--- src/rtl/cke_seq_pkg.sv ---
// Shared types for the clock-enable power-state sequencer.
// Assumes a 3-bit decoded command code supplied by the scheduler.
package cke_seq_pkg;

    typedef enum logic [2:0] {
        CMD_NOP     = 3'd0,
        CMD_INHIBIT = 3'd1,
        CMD_AREF    = 3'd2,
        CMD_ACT     = 3'd3,
        CMD_READ    = 3'd4,
        CMD_WRITE   = 3'd5,
        CMD_PRE     = 3'd6,
        CMD_OTHER   = 3'd7
    } sdr_cmd_e;

    typedef enum logic [2:0] {
        PM_RUN     = 3'd0,
        PM_SUSPEND = 3'd1,
        PM_PDOWN   = 3'd2,
        PM_SREF    = 3'd3,
        PM_RECOVER = 3'd4
    } pwr_mode_e;

    // True for commands that leave the device untouched
    function automatic logic cmd_is_quiet(input logic [2:0] c);
        return (c == CMD_NOP) || (c == CMD_INHIBIT);
    endfunction

    // True for modes in which CKE is parked low
    function automatic logic mode_is_low_power(input pwr_mode_e m);
        return (m == PM_SUSPEND) || (m == PM_PDOWN) || (m == PM_SREF);
    endfunction

endpackage

--- src/rtl/sref_exit_timer.sv ---
// Recovery timer for leaving self refresh.
// Counts legal recovery edges and NOPs. Ready reports, for the
// current edge, that the window has run out and that two NOPs will
// have been seen once this edge's command is counted.
// Assumes start and step are never high together.
module sref_exit_timer #(
    parameter int EXIT_CYCLES = 8
) (
    input  logic clk,
    input  logic rst_n,
    input  logic start_i,
    input  logic step_i,
    input  logic nop_i,
    output logic ready_o
);
    localparam int CW    = (EXIT_CYCLES > 1) ? $clog2(EXIT_CYCLES) : 1;
    localparam int LIMIT = EXIT_CYCLES - 1;

    logic [CW-1:0] edge_cnt;
    logic [1:0]    nop_cnt;
    logic [2:0]    nop_total;

    // Purpose: NOPs seen so far plus the one on this edge
    always_comb nop_total = {1'b0, nop_cnt} + {2'b00, nop_i};

    // Purpose: edge counter and saturating NOP counter
    always_ff @(posedge clk) begin
        if (!rst_n || start_i) begin
            edge_cnt <= '0;
            nop_cnt  <= '0;
        end else if (step_i) begin
            if (edge_cnt < CW'(LIMIT)) edge_cnt <= edge_cnt + 1'b1;
            if (nop_total >= 3'd2) nop_cnt <= 2'd2;
            else                   nop_cnt <= nop_total[1:0];
        end
    end

    // Purpose: both recovery conditions met on this edge
    always_comb ready_o = (edge_cnt >= CW'(LIMIT)) && (nop_total >= 3'd2);

endmodule

--- src/rtl/cke_mode_fsm.sv ---
// Next-mode table for the power-state sequencer.
// Takes the CKE level of the previous and current edge, the command
// and the bank state, and returns the next mode or an illegal flag.
// Assumes the caller holds the mode when illegal is raised.
module cke_mode_fsm
    import cke_seq_pkg::*;
(
    input  pwr_mode_e  mode_i,
    input  logic       cke_prev_i,
    input  logic       cke_now_i,
    input  logic [2:0] cmd_i,
    input  logic       burst_i,
    input  logic       idle_i,
    input  logic       rec_ready_i,
    output pwr_mode_e  mode_next_o,
    output logic       illegal_o,
    output logic       rec_start_o,
    output logic       rec_step_o
);
    logic quiet;

    // Purpose: classify the command
    always_comb quiet = cmd_is_quiet(cmd_i);

    // Purpose: transition table keyed on mode and CKE history
    always_comb begin
        mode_next_o = mode_i;
        illegal_o   = 1'b0;
        rec_start_o = 1'b0;
        rec_step_o  = 1'b0;
        case (mode_i)
            PM_RUN: begin
                if (!cke_now_i) begin
                    if (!cke_prev_i)                     illegal_o   = 1'b1;
                    else if (burst_i)                    mode_next_o = PM_SUSPEND;
                    else if (idle_i && quiet)            mode_next_o = PM_PDOWN;
                    else if (idle_i && cmd_i == CMD_AREF) mode_next_o = PM_SREF;
                    else                                 illegal_o   = 1'b1;
                end
            end
            PM_SUSPEND, PM_PDOWN, PM_SREF: begin
                if (cke_prev_i) begin
                    illegal_o = 1'b1;
                end else if (cke_now_i) begin
                    if (mode_i == PM_SUSPEND)   mode_next_o = PM_RUN;
                    else if (!quiet)            illegal_o   = 1'b1;
                    else if (mode_i == PM_PDOWN) mode_next_o = PM_RUN;
                    else begin
                        mode_next_o = PM_RECOVER;
                        rec_start_o = 1'b1;
                    end
                end
            end
            PM_RECOVER: begin
                if (!cke_now_i || !cke_prev_i || !quiet) begin
                    illegal_o = 1'b1;
                end else begin
                    rec_step_o = 1'b1;
                    if (rec_ready_i) mode_next_o = PM_RUN;
                end
            end
            default: illegal_o = 1'b1;
        endcase
        if (illegal_o) mode_next_o = mode_i;
    end

endmodule

--- src/rtl/cke_drive_arb.sv ---
// Decides the CKE level for the next edge.
// Lowers CKE for an acceptable entry request in run mode. Raises it on
// wake in a low-power mode, or when a falling edge failed to enter one.
module cke_drive_arb
    import cke_seq_pkg::*;
(
    input  pwr_mode_e mode_i,
    input  pwr_mode_e mode_next_i,
    input  logic      cke_now_i,
    input  logic      req_suspend_i,
    input  logic      req_pdown_i,
    input  logic      req_sref_i,
    input  logic      req_wake_i,
    input  logic      burst_i,
    input  logic      idle_i,
    output logic      cke_next_o
);
    logic enter_ok;

    // Purpose: entry request acceptable under the bank and burst state
    always_comb enter_ok = (mode_i == PM_RUN) &&
        ((burst_i && (req_suspend_i || req_pdown_i)) ||
         (!burst_i && idle_i && (req_pdown_i || req_sref_i)));

    // Purpose: next CKE level
    always_comb begin
        if (cke_now_i) cke_next_o = !enter_ok;
        else           cke_next_o = (mode_next_i == PM_RUN) ||
                                    (mode_is_low_power(mode_i) && req_wake_i);
    end

endmodule

--- src/rtl/cke_pwr_seq.sv ---
// Clock-enable power-state sequencer, top level.
// Holds CKE, its previous level, the mode and the sticky error.
// Assumes requests are levels sampled every edge. The command on
// cmd_i is the one the device registers on the same edge.
module cke_pwr_seq
    import cke_seq_pkg::*;
#(
    parameter int SREF_EXIT_CYCLES = 8
) (
    input  logic       clk,
    input  logic       rst_n,
    input  logic       req_suspend_i,
    input  logic       req_pdown_i,
    input  logic       req_sref_i,
    input  logic       req_wake_i,
    input  logic       banks_idle_i,
    input  logic       burst_active_i,
    input  logic [2:0] cmd_i,
    output logic       cke_o,
    output logic       cmd_ok_o,
    output logic [2:0] mode_o,
    output logic       err_o
);
    logic      cke_q, cke_prev_q, err_q, cke_next;
    logic      illegal, rec_start, rec_step, rec_ready;
    pwr_mode_e mode_q, mode_next;

    cke_mode_fsm i_fsm (
        .mode_i      (mode_q),
        .cke_prev_i  (cke_prev_q),
        .cke_now_i   (cke_q),
        .cmd_i       (cmd_i),
        .burst_i     (burst_active_i),
        .idle_i      (banks_idle_i),
        .rec_ready_i (rec_ready),
        .mode_next_o (mode_next),
        .illegal_o   (illegal),
        .rec_start_o (rec_start),
        .rec_step_o  (rec_step)
    );

    sref_exit_timer #(.EXIT_CYCLES(SREF_EXIT_CYCLES)) i_timer (
        .clk     (clk),
        .rst_n   (rst_n),
        .start_i (rec_start),
        .step_i  (rec_step),
        .nop_i   (cmd_i == CMD_NOP),
        .ready_o (rec_ready)
    );

    cke_drive_arb i_arb (
        .mode_i        (mode_q),
        .mode_next_i   (mode_next),
        .cke_now_i     (cke_q),
        .req_suspend_i (req_suspend_i),
        .req_pdown_i   (req_pdown_i),
        .req_sref_i    (req_sref_i),
        .req_wake_i    (req_wake_i),
        .burst_i       (burst_active_i),
        .idle_i        (banks_idle_i),
        .cke_next_o    (cke_next)
    );

    // Purpose: state registers for CKE history, mode and error
    always_ff @(posedge clk) begin
        if (!rst_n) begin
            cke_q      <= 1'b1;
            cke_prev_q <= 1'b1;
            mode_q     <= PM_RUN;
            err_q      <= 1'b0;
        end else begin
            cke_q      <= cke_next;
            cke_prev_q <= cke_q;
            mode_q     <= mode_next;
            err_q      <= err_q || illegal;
        end
    end

    // Purpose: drive outputs from registered state
    always_comb begin
        cke_o    = cke_q;
        mode_o   = mode_q;
        err_o    = err_q;
        cmd_ok_o = (mode_q == PM_RUN) && cke_q;
    end

endmodule

--- config.mk ---
export PLATFORM = sky130hd
export DESIGN_NAME = cke_pwr_seq
export DESIGN_NICKNAME = d
export VERILOG_FILES = /design/src/rtl/cke_seq_pkg.sv /design/src/rtl/sref_exit_timer.sv /design/src/rtl/cke_mode_fsm.sv /design/src/rtl/cke_drive_arb.sv /design/src/rtl/cke_pwr_seq.sv
export SDC_FILE = /design/constraint.sdc
export NUM_CORES = 1
export LEC_CHECK = 0
export BUFFER_PORTS_ARGS = -buffer_cell sky130_fd_sc_hd__clkbuf_2
export CORE_AREA = 5 5 42 44
export DETAILED_ROUTE_END_ITERATION = 16
export DIE_AREA = 0 0 47 49
export MAX_ROUTING_LAYER = met4
export PLACE_DENSITY = 0.78
export SLEW_MARGIN = 20
export SYNTH_ARGS = -nofsm -noshare
export SYNTH_HDL_FRONTEND = slang
export SYNTH_SLANG_ARGS = --single-unit
--- constraint.sdc ---
create_clock -name clk -period 4.3 [get_ports clk]
set_input_delay 0.86 -clock clk [delete_from_list [all_inputs] [get_ports clk]]
set_output_delay 0.86 -clock clk [all_outputs]
set_load 0.01 [all_outputs]
==> summary.md, run 1 <==
| Metric | Value |
|---|---|
| Die Y | 49 um |
| Final hold vios | 0 |
| Postcts setup bufs | 0 |
| Remaining antenna violation count | 0 |
| Unique cell type count in the Yosys netlist | 31 |
| Ys async rst share | 0% |
| Highest clock rate | 467 MHz |
| YS warnings | 0 |
| Hpwl dp | 1160 um |
| H-tree levels | 1 |
| Share of the synthesized area in the top cell type | between 30% and 40% |
| Number of synthesized flops with an enable pin | 0 |
| Synth area leader | dfxtp_1 |
| Max Cap Viol | 0 |
| DR DRC count | 0 |
| Multi-input gate area | approximately 430 sq um |
| RSZ-0062 raised after global routing | false |
| Num CTS Buffers | 3 |
| Crit-path cells | nor2_2, and3_1, clkbuf_2 |
| Tot Pwr | 0.000227 W |
| Pleak | 0.321 nW |
| Sequential area share after synthesis | 31.7% |
| Slowest-stage cell, CP | dfxtp_1 |
| Final Skew | 0.558 ps |
| Worst vdd ir | 152 uV |
| Compound-Gate Fraction of Synth Area | 24.6% |
| Final period util | 49.8% |
| Crit start category | flip-flop |
| Vias post-DR | just under 700 |
| Critical Path Fanout Max | 10 |
| Clk buf depth | 2 |
| Outcome | complete, no violations |
| Max layer used | met4 |
| Placed cells | 112 |
| Metal1 wirelength | 677 um |
| Fin. max-slew vios | 0 |
| Layout Nets | approximately 120 |
| Post-layout min period | 2140 ps |
| Cells after Synth | 84 |
| Count leader, synth | dfxtp_1 |
| Critical path data required time | 3440 ps |
| XOR/XNOR share of the synthesized area | 0% |
| Final setup fails | 0 |
| FF-to-FF setup slack | approximately 2800 ps |
| Routed WL | 1520 um |
| Antenna cells | 0 |
| Hold WC Path Type | flip-flop to flip-flop |
| Vias per std cell | 5.80 |
| Power Dens Cells | 290 mW/mm^2 |
| Post-layout util | 55.9% |
| Die area | 0.00230 sq mm |
| Die X | between 40 and 50 um |
| Clk_lat worst skew | ~270 ps |
| Initial antenna violation count | 0 |
| Sink Count | 11 |
| Total gr overflow | 0 |
| Port Buf Inserts | 16 |
| Cts hold-fix bufs | 0 |
| Std cell rows | 14 |
| Met2 wire len | 717 um |
| Number of fill cells | 141 |
| Worst setup EP type | primary output |
| Post-cts sizing count | 0 |
| Largest net degree at the start of global routing | 13 |
| Drt first pass iters | 6 |
| CP arrival | 1280 ps |
| RD Place Congestion | 0.881 |
| Slew headroom | 61.2% |
| DRT iter0 DRCs | 21 |
| Post-synthesis register bit count | 11 |
| WS Path Type | flip-flop to primary output |
| Crit path largest cell delay | ~420 ps |
| Fraction of layout cells with a size suffix above 1 | 25.0% |
| List of most frequent post-synthesis cells | dfxtp_1, nor2_1, nand2_1 |
| Setup TNS | 0 ps |
| Root buffer cell | clkbuf_4 |
| Worst-Margin Slew | approximately 580 ps |
| Mean routed wirelength per cell | between 10 and 15 um |
| Top Family by Delay on Critical Path | simple AND/OR/NAND/NOR gates |
| Met3 wire len | 60 um |
| Worst path bufs/invs | 1 |
| First-pass GRT wire length | 2670 um |
| Post-synthesis mux area share | 0% |
| Hold_ws | 482 ps |
| Adder-cell share of the synthesized area | 5.40% |
| Vias in the first global route | 650 |
| Area Overhead vs Synth | 12.6% |
| Synth area leaders | dfxtp_1, ha_1, buf_6, nand3_1, o21ai_0 |
| Sequential cell area | 220 sq um |
| Global Route Usage Sum | 16.1% |
| Main combinational cell family by area after synthesis | simple AND/OR/NAND/NOR gates |
| Simple-gate portion of the synthesized area | between 30% and 40% |
| Clk slew on worst S/H paths | 70 ps |
| Initial Util | 49.6% |
| Syn Area/Cell | 8.28 sq um |
| Mapped cell area | 696 sq um |
| Core Footprint | 0.00140 sq mm |
| CTS tree | done |
| Non-filler cells, final | between 100 and 150 |
| Syn_nets | 98 |
| IO Count | 17 |
| Ys flop type | dfxtp_1 |
==> flip-flops by register name (all words and copies together) (netlist names) <==
| name | flops |
|---|---|
| i_timer.edge_cnt | 3 |
| mode_o | 3 |
| i_timer.nop_cnt | 2 |
| cke_o | 1 |
| cke_prev_q | 1 |
| err_o | 1 |
==> metal layers <==
metal / vias to the layer above / GRT usage [%]
met5: - / -
met4: 0 / 11.1
met3: 6 / 2.21
met2: 25 / 24.9
met1: 302 / 18.1
li1: 340 / -
==> worst paths after layout <==
check | startpoint | endpoint | depth (start not counted)
worst max-delay path | mode_o[1] | cmd_ok_o | 3
worst min register to register | err_o | err_o | 1
worst min-delay path | err_o | err_o | 1
worst max register to register | i_timer.edge_cnt[0] | cke_o | 7
==> worst reg2reg max path: cells and delay by family, from the launching register on <==
family	cells	cell delay (ps)
fa+ha+maj	2	400
flops	1	360
simple gates	2	140
compound gates	3	530
==> metrics by stage <==
stage          cell area [sq um]  worst slack [ps]
6_report                     783              2160
4_1_cts                      783              2180
3_3_place_gp                 757              2220
2_1_floorplan                696              2490
3_5_place_dp                 757              2180
5_1_grt                      783              2110
==> kinds of logic after synthesis <==
| group | count (synthesis) |
|---|---|
| flops | 11 |
| buf+inv | 6 |
| fa+ha+maj | 3 |
| simple gates | 40 |
| compound gates | 24 |
==> layout make-up <==
type / instances / share of cell area, %
well taps: 16 / 2.56
inverters: 2 / 0.958
clock buffers: 4 / 3.35
flip-flops and latches: 11 / 28.1
multi-input cells: 67 / 54.8
repair buffers: 16 / 10.2
==> power by group <==
group / switching (W) / internal [W] / leakage, nW
combinational: 0.0000211 / 0.0000193 / 0.217
clock: 0.0000360 / 0.0000360 / 0.0150
sequential: 0.00000809 / 0.000106 / 0.0893
==> cell usage in the layout, fill, tap and decap left out, drive strengths merged <==
master   Yosys  layout
clkbuf       0      20
dfxtp       11      11
nor2        10      10
nand2        7       7
o21ai        6       6
nand3        6       6
a31oi        4       4
and2         4       4
nand2b       3       3
ha           3       3
nor3         3       3
a21oi        3       3
inv          2       2
o31ai        2       2
nor2b        2       2
a41oi        2       2
o31a         2       2
a22oi        2       2
and4         2       2
and3         1       1
o2bb2ai      1       1
nor3b        1       1
a211o        1       1
a21boi       1       1
nand4        1       1
No activity file was read; power rests on OpenSTA's default activity.
==> inputs of run 2 (changes only) <==
--- a/config.mk
+++ b/config.mk
@@ -5,12 +5,13 @@
 export SDC_FILE = /design/constraint.sdc
 export NUM_CORES = 1
 export LEC_CHECK = 0
+export ABC_AREA = 1
 export BUFFER_PORTS_ARGS = -buffer_cell sky130_fd_sc_hd__clkbuf_2
-export CORE_AREA = 5 5 42 44
+export CORE_AREA = 5 5 44 46
 export DETAILED_ROUTE_END_ITERATION = 16
-export DIE_AREA = 0 0 47 49
+export DIE_AREA = 0 0 49 51
 export MAX_ROUTING_LAYER = met4
-export PLACE_DENSITY = 0.78
+export PLACE_DENSITY = 0.73
 export SLEW_MARGIN = 20
 export SYNTH_ARGS = -nofsm -noshare
 export SYNTH_HDL_FRONTEND = slang
==> constraint.sdc (replaced) <==
create_clock -name clk -period 2.2 [get_ports clk]
set_input_delay 0.44 -clock clk [delete_from_list [all_inputs] [get_ports clk]]
set_output_delay 0.44 -clock clk [all_outputs]
set_load 0.01 [all_outputs]
==> run 2 against run 1 <==
Net effect: global-route usage down 1.7 points; wire length up 4.9%; largest power group is now combinational cells; utilization up 1.5 points; setup slack worse by 1600 ps.
==> summary.md, run 2 <==
| Metric | Value |
|---|---|
| RD Place Congestion | 0.891 (+1.1%) |
| Post-cts sizing count | 0 (unchanged) |
| Initial antenna violation count | 0 (unchanged) |
| Worst-Margin Slew | 275 ps (-302 ps) |
| Placed cells | 148 (+32%) |
| Sink Count | 11 (unchanged) |
| Cts hold-fix bufs | 0 (unchanged) |
| Vias per std cell | 5.20 (-10%) |
| Top Family by Delay on Critical Path | flip-flops |
| Post-synthesis mux area share | 0% (unchanged) |
| Hpwl dp | 1310 um (+12%) |
| Critical Path Fanout Max | 7 (-3) |
| Crit start category | flip-flop |
| Most common cell after layout, fill and taps aside | nand2_1 |
| Cells after Synth | 116 (+38%) |
| Final hold vios | 0 (unchanged) |
| Die X | 49 um (+4.3%) |
| H-tree levels | 1 (unchanged) |
| YS warnings | 0 (unchanged) |
| Main combinational cell family by area after synthesis | simple AND/OR/NAND/NOR gates |
| DRT iter0 DRCs | 32 (+52%) |
| Ys async rst share | 0% (unchanged) |
| Syn_nets | 130 (+33%) |
| Clk buf depth | 2 (unchanged) |
| Routed WL | 1590 um (+4.9%) |
| CP arrival | 1180 ps (-100 ps) |
| Initial Util | 48.8% (-0.83 points) |
| Count leader, synth | nand2_1 |
| Die Y | 51 um (+4.1%) |
| Syn Area/Cell | 6.19 sq um (-25%) |
| Clk slew on worst S/H paths | 70 ps (about the same) |
| Remaining antenna violation count | 0 (unchanged) |
| Area Overhead vs Synth | 17.6% |
| DR DRC count | 0 (unchanged) |
| Power Dens Cells | 852 mW/mm^2 (+190%) |
| Postcts setup bufs | 0 (unchanged) |
| Synth area leaders | dfxtp_1, nand2_1, nor2_1, nand3_1, inv_1 |
| Hold depth | 2 (+1) |
| Most frequent cells in the layout | nand2_1, nor2_1, clkbuf_2 |
| Worst vdd ir | 643 uV (+320%) |
| Reg2Reg Depth | 10 (+3) |
| Worst setup EP type | primary output |
| Largest net degree at the start of global routing | 8 (-5) |
| Critical path data required time | 1760 ps (-1680 ps) |
| Hold WC Path Type | primary input to flip-flop |
| Fin. max-slew vios | 0 (unchanged) |
| Sequential area share after synthesis | 30.7% (-0.99 points) |
| Compound-Gate Fraction of Synth Area | 13.2% (-11 points) |
| Final setup fails | 0 (unchanged) |
| Finished Cell Area | 845 sq um (+7.8%) |
| Root buffer cell | clkbuf_4 |
| Layout Nets | 151 (+31%) |
| Std cell rows | 14 (unchanged) |
| CTS tree | done |
| Antenna cells | 0 (unchanged) |
| Total gr overflow | 0 (unchanged) |
| Setup TNS | 0 ps (unchanged) |
| Crit-path cells | inv_1, nand2_1, nor2_1, clkbuf_2 |
| Core Footprint | 0.00147 sq mm (+5.0%) |
| Share of the synthesized area in the top cell type | 30.7% (-0.99 points) |
| Outcome | complete, no violations |
| Post-layout min period | 1620 ps |
| Fraction of layout cells with a size suffix above 1 | 24.3% (-0.74 points) |
| Max Cap Viol | 0 (unchanged) |
| Synth area leader | dfxtp_1 |
| Adder-cell share of the synthesized area | 5.23% (-0.17 points) |
| Die area | 0.00250 sq mm (+8.5%) |
| Unique cell type count in the Yosys netlist | 17 (-45%) |
| Clk_lat worst skew | 270 ps (about the same) |
| Stages on worst setup path | 4 (+1) |
| Port Buf Inserts | 16 (unchanged) |
| Post-place instance area | 818 sq um (+8.1%) |
| Ys flop type | dfxtp_1 |
| First-pass GRT wire length | 2790 um (+4.4%) |
| WS Path Type | flip-flop to primary output |
| XOR/XNOR share of the synthesized area | 0% (unchanged) |
| Mapped cell area | 718 sq um (+3.2%) |
| Highest clock rate | 617 MHz |
| Drt first pass iters | 4 (-2) |
| Slowest-stage cell, CP | dfxtp_1 |
| Global Route Usage Sum | 14.3% (-1.7 points) |
| Num CTS Buffers | 3 (unchanged) |
| Crit path largest cell delay | 470 ps (+50 ps) |
| Number of fill cells | 158 (+12%) |
| List of most frequent post-synthesis cells | nand2_1, nor2_1, inv_1, nand3_1, dfxtp_1 |
| Tot Pwr | 0.000720 W (+220%) |
| Number of synthesized flops with an enable pin | 0 (unchanged) |
| Non-filler cells, final | 152 (+31%) |
| Simple-gate portion of the synthesized area | 42.5% (+11 points) |
| RSZ-0062 raised after global routing | false |
| Slew headroom | 81.7% (+20 points) |
| Final period util | between 70% and 80% |
| IO Count | 17 (unchanged) |
| Post-synthesis register bit count | 11 (unchanged) |
| Worst path bufs/invs | 2 (+1) |
| Vias in the first global route | 730 (+12%) |
| Vias post-DR | 790 (+17%) |
| Mean routed wirelength per cell | 10.5 um (-20%) |
| Pleak | 0.463 nW (+44%) |
| Final Skew | 5.29 ps (+4.74 ps) |
| Hold_ws | 382 ps (-99.5 ps) |
==> run 2: worst reg2reg max path: cells and delay by family (launching register included) <==
family,cells,cell delay (ps)
AO/OA/AOI/OAI,1,160
flip-flops,1,400
adder cells (fa/ha/maj),2,330
AND/OR/NAND/NOR,6,370
buffers and inverters,1,30
==> run 2: routing by layer <==
layer / global-route usage [%] / up-vias / wire, um
met5: - / - / 0
met4: 8.07 / 0 / 26
met3: 3.20 / 4 / 104
met2: 23.0 / 26 / 741
met1: 16.4 / 347 / 720
li1: - / 413 / -
==> run 2: where the power goes <==
part           internal (W)  switching [W]
clock             0.0000701      0.0000637
sequential         0.000227      0.0000410
combinational      0.000120       0.000198
total              0.000417       0.000303
==> run 2: cells by family after synthesis <==
logic type               Yosys count
AO/OA/AOI/OAI                     17
buffers and inverters             16
adder cells (fa/ha/maj)            3
AND/OR/NAND/NOR                   69
flip-flops                        11
==> run 2: final timing paths <==
path | to | slack (ps) | startpoint
worst max-delay path | cmd_ok_o | 580 | mode_o[2]
worst max register to register | cke_o | 850 | i_timer.edge_cnt[0]
worst min register to register | i_timer.nop_cnt[0] | 470 | i_timer.nop_cnt[0]
worst min-delay path | cke_o | 380 | rst_n
==> run 2: cell type report <==
cell class | instances | area, sq um | area share, %
Inverter | 16 | 60.1 | 7.11
Clock buffer | 4 | 26.3 | 3.11
Multi-Input combinational cell | 89 | 438 | 51.9
Tap cell | 16 | 20.0 | 2.37
Timing Repair Buffer | 16 | 80.1 | 9.48
Sequential cell | 11 | 220 | 26.1
==> run 2: metrics by stage <==
| step | worst slack [ps] | utilization, % |
|---|---|---|
| 2_1_floorplan | 719 | - |
| 3_3_place_gp | 510 | 55.6 |
| 3_5_place_dp | 469 | 55.6 |
| 4_1_cts | 550 | 57.4 |
| 5_1_grt | 452 | 57.4 |
| 6_report | 579 | 57.4 |
==> inputs of run 3 (changes only) <==
==> constraint.sdc (replaced) <==
create_clock -name clk -period 1.5 [get_ports clk]
set_input_delay 0.3 -clock clk [delete_from_list [all_inputs] [get_ports clk]]
set_output_delay 0.3 -clock clk [all_outputs]
set_load 0.01 [all_outputs]
==> run 3 against run 2 <==
Net effect: first-iteration DRC count shrank 56%; highest routed layer unchanged; count of clock-buffer cells in the layout is the same; wire length grew 3.7%; non-clock buffer count grew 1; clock skew shrank 2.3 ps.
==> summary.md, run 3 (synthesis results as in run 2) <==
| Metric | Value |
|---|---|
| Post-place instance area | 826 sq um (+0.92%) |
| Most common cell after layout, fill and taps aside | nand2_1 |
| Slowest-stage cell, CP | dfxtp_2 |
| H-tree levels | 1 (unchanged) |
| Initial Util | 48.8% (unchanged) |
| Global Route Usage Sum | 14.9% (+0.60 points) |
| CP arrival | 1130 ps (-50 ps) |
| Power Dens Cells | 1260 mW/mm^2 (+48%) |
| Final period util | 95.6% |
| Worst-Margin Slew | 272 ps (-3.10 ps) |
| Largest net degree at the start of global routing | 8 (unchanged) |
| Routed WL | 1650 um (+3.7%) |
| Worst vdd ir | 956 uV (+49%) |
| Total gr overflow | 0 (unchanged) |
| Worst slack, placed | -27.1 ps (-496 ps) |
| Final worst slack | 66.6 ps (-512 ps) |
| Vias per std cell | 5.13 (-1.3%) |
| DRT iter0 DRCs | 14 (-56%) |
| Psw | 0.000466 W (+54%) |
| Highest clock rate | between 600 and 700 MHz |
| Die area | 0.00250 sq mm (unchanged) |
| Crit path largest cell delay | 370 ps (-100 ps) |
| Critical path data required time | 1200 ps (-560 ps) |
| Port Buf Inserts | 16 (unchanged) |
| Antenna cells | 0 (unchanged) |
| Vias post-DR | 785 (-0.63%) |
| Sink Count | 11 (unchanged) |
| Post-layout min period | 1430 ps |
| Mean routed wirelength per cell | 10.8 um (+3.0%) |
| Root buffer cell | clkbuf_4 |
| Sequential cell area | 224 sq um (+1.7%) |
| CTS tree | done |
| Final setup fails | 0 (unchanged) |
| Fin. max-slew vios | 0 (unchanged) |
| Area Overhead vs Synth | 20.2% |
| Cts hold-fix bufs | 0 (unchanged) |
| Std cell rows | 14 (unchanged) |
| Die Y | 51 um (unchanged) |
| Final hold vios | 0 (unchanged) |
| Placed cells | 149 (+0.68%) |
| Clock network power share | 18.4% (-0.2 points) |
| Drt first pass iters | 4 (unchanged) |
| Max Cap Viol | 0 (unchanged) |
| Num CTS Buffers | 3 (unchanged) |
| Switching fraction of total power | 42.7% (+0.64 points) |
| Final Skew | 2.98 ps (-2.32 ps) |
| Top Family by Delay on Critical Path | flip-flops |
| IO Count | 17 (unchanged) |
| RD Place Congestion | 0.888 (-0.31%) |
| Clk_lat worst skew | 270 ps (about the same) |
| Finished Cell Area | 863 sq um (+2.2%) |
| WS Path Type | flip-flop to primary output |
| Fraction of layout cells with a size suffix above 1 | 28.5% (+4.2 points) |
| Most frequent cells in the layout | nand2_1, nor2_1, clkbuf_2 |
| Number of fill cells | 153 (-3.2%) |
| Int Power | 0.000625 W (+50%) |
| Clk slew on worst S/H paths | 70 ps (about the same) |
| Initial antenna violation count | 0 (unchanged) |
| Pleak | 0.472 nW (+2.0%) |
| Comb pwr share | 44.6% (+0.4 points) |
| Seq pwr share | 37.0% (-0.2 points) |
| Die X | 49 um (unchanged) |
| Post-layout util | 58.7% (+1.3 points) |
| Worst path bufs/invs | 1 (-1) |
| Core Footprint | 0.00147 sq mm (unchanged) |
| Worst setup EP type | primary output |
| Multi-input gate area | 445 sq um (+1.7%) |
| DR DRC count | 0 (unchanged) |
| Remaining antenna violation count | 0 (unchanged) |
| Hpwl dp | 1350 um (+3.0%) |
| Non-filler cells, final | 153 (+0.66%) |
| RSZ-0062 raised after global routing | false |
| Vias in the first global route | 734 (+0.55%) |
| Crit start category | flip-flop |
| First-pass GRT wire length | 2930 um (+5.0%) |
| Slew headroom | 81.9% (+0.21 points) |
| Hold WC Path Type | primary input to flip-flop |
| Clk buf depth | 2 (unchanged) |
| Critical Path Fanout Max | 6 (-1) |
| Outcome | complete, no violations |
| Layout Nets | 152 (+0.66%) |
| Crit-path cells | nor2_4, nand2_1, nor2_2, clkbuf_2 |
-- run 3: changes by cell type in the layout (fill, tap and decap cells not counted) --
cell,delta
dfxtp_1,-3
dfxtp_2,+3
buf_4,+1
inv_1,-1
inv_2,+1
nor2_1,-1
nor2_4,+1
-- run 3: worst paths after layout --
check / slack, ps / end / depth (start not counted) / from
hold / removal: 240 / cke_o / 2 / rst_n
setup reg to reg: 150 / cke_o / 10 / i_timer.edge_cnt[0]
setup / recovery: 70 / cmd_ok_o / 4 / mode_o[0]
hold reg to reg: 470 / i_timer.nop_cnt[0] / 2 / i_timer.nop_cnt[0]
-- run 3: what timing repair did --
item,CTS,global route
setup endpoints to repair,1,1
setup buffers,0,0
pin swaps,0,1
gates resized for setup,1,5
-- run 3: stage by stage --
stage | hold slack (ps) | TNS, ps | power [W]
6_report | 238 | 0 | 0.00109
5_1_grt | 249 | 0 | 0.00118
4_1_cts | 234 | 0 | 0.00107
3_5_place_dp | 464 | -27.1 | 0.000871
3_3_place_gp | 457 | 0 | 0.000863
2_1_floorplan | 369 | 0 | 0.000726
-- run 3: layer usage --
layer | wire length, um | part of all wire, % | GRT usage (%) | vias to the layer above
met2 | 765 | 46 | 23.7 | 18
met1 | 774 | 47 | 18.1 | 347
met3 | 77 | 4.7 | 3.20 | 4
met5 | 0 | 0 | - | -
li1 | - | - | - | 416
met4 | 35 | 2.1 | 6.73 | 0
-- run 3: cell type report --
type                       count  area share, %
inverter                      16           6.96
multi-input combinational     89           51.6
clock buffer                   4           3.04
sequential                    11           25.9
timing repair buffer          17           10.1
tap                           16           2.32
-- run 3: power by group through the flow --
stage	sequential, W	combinational, W	clock, W
6_report	0.000403	0.000487	0.000201
5_1_grt	0.000414	0.000544	0.000225
4_1_cts	0.000393	0.000473	0.000206
3_5_place_dp	0.000399	0.000471	0
3_3_place_gp	0.000397	0.000466	0
2_1_floorplan	0.000406	0.000320	0
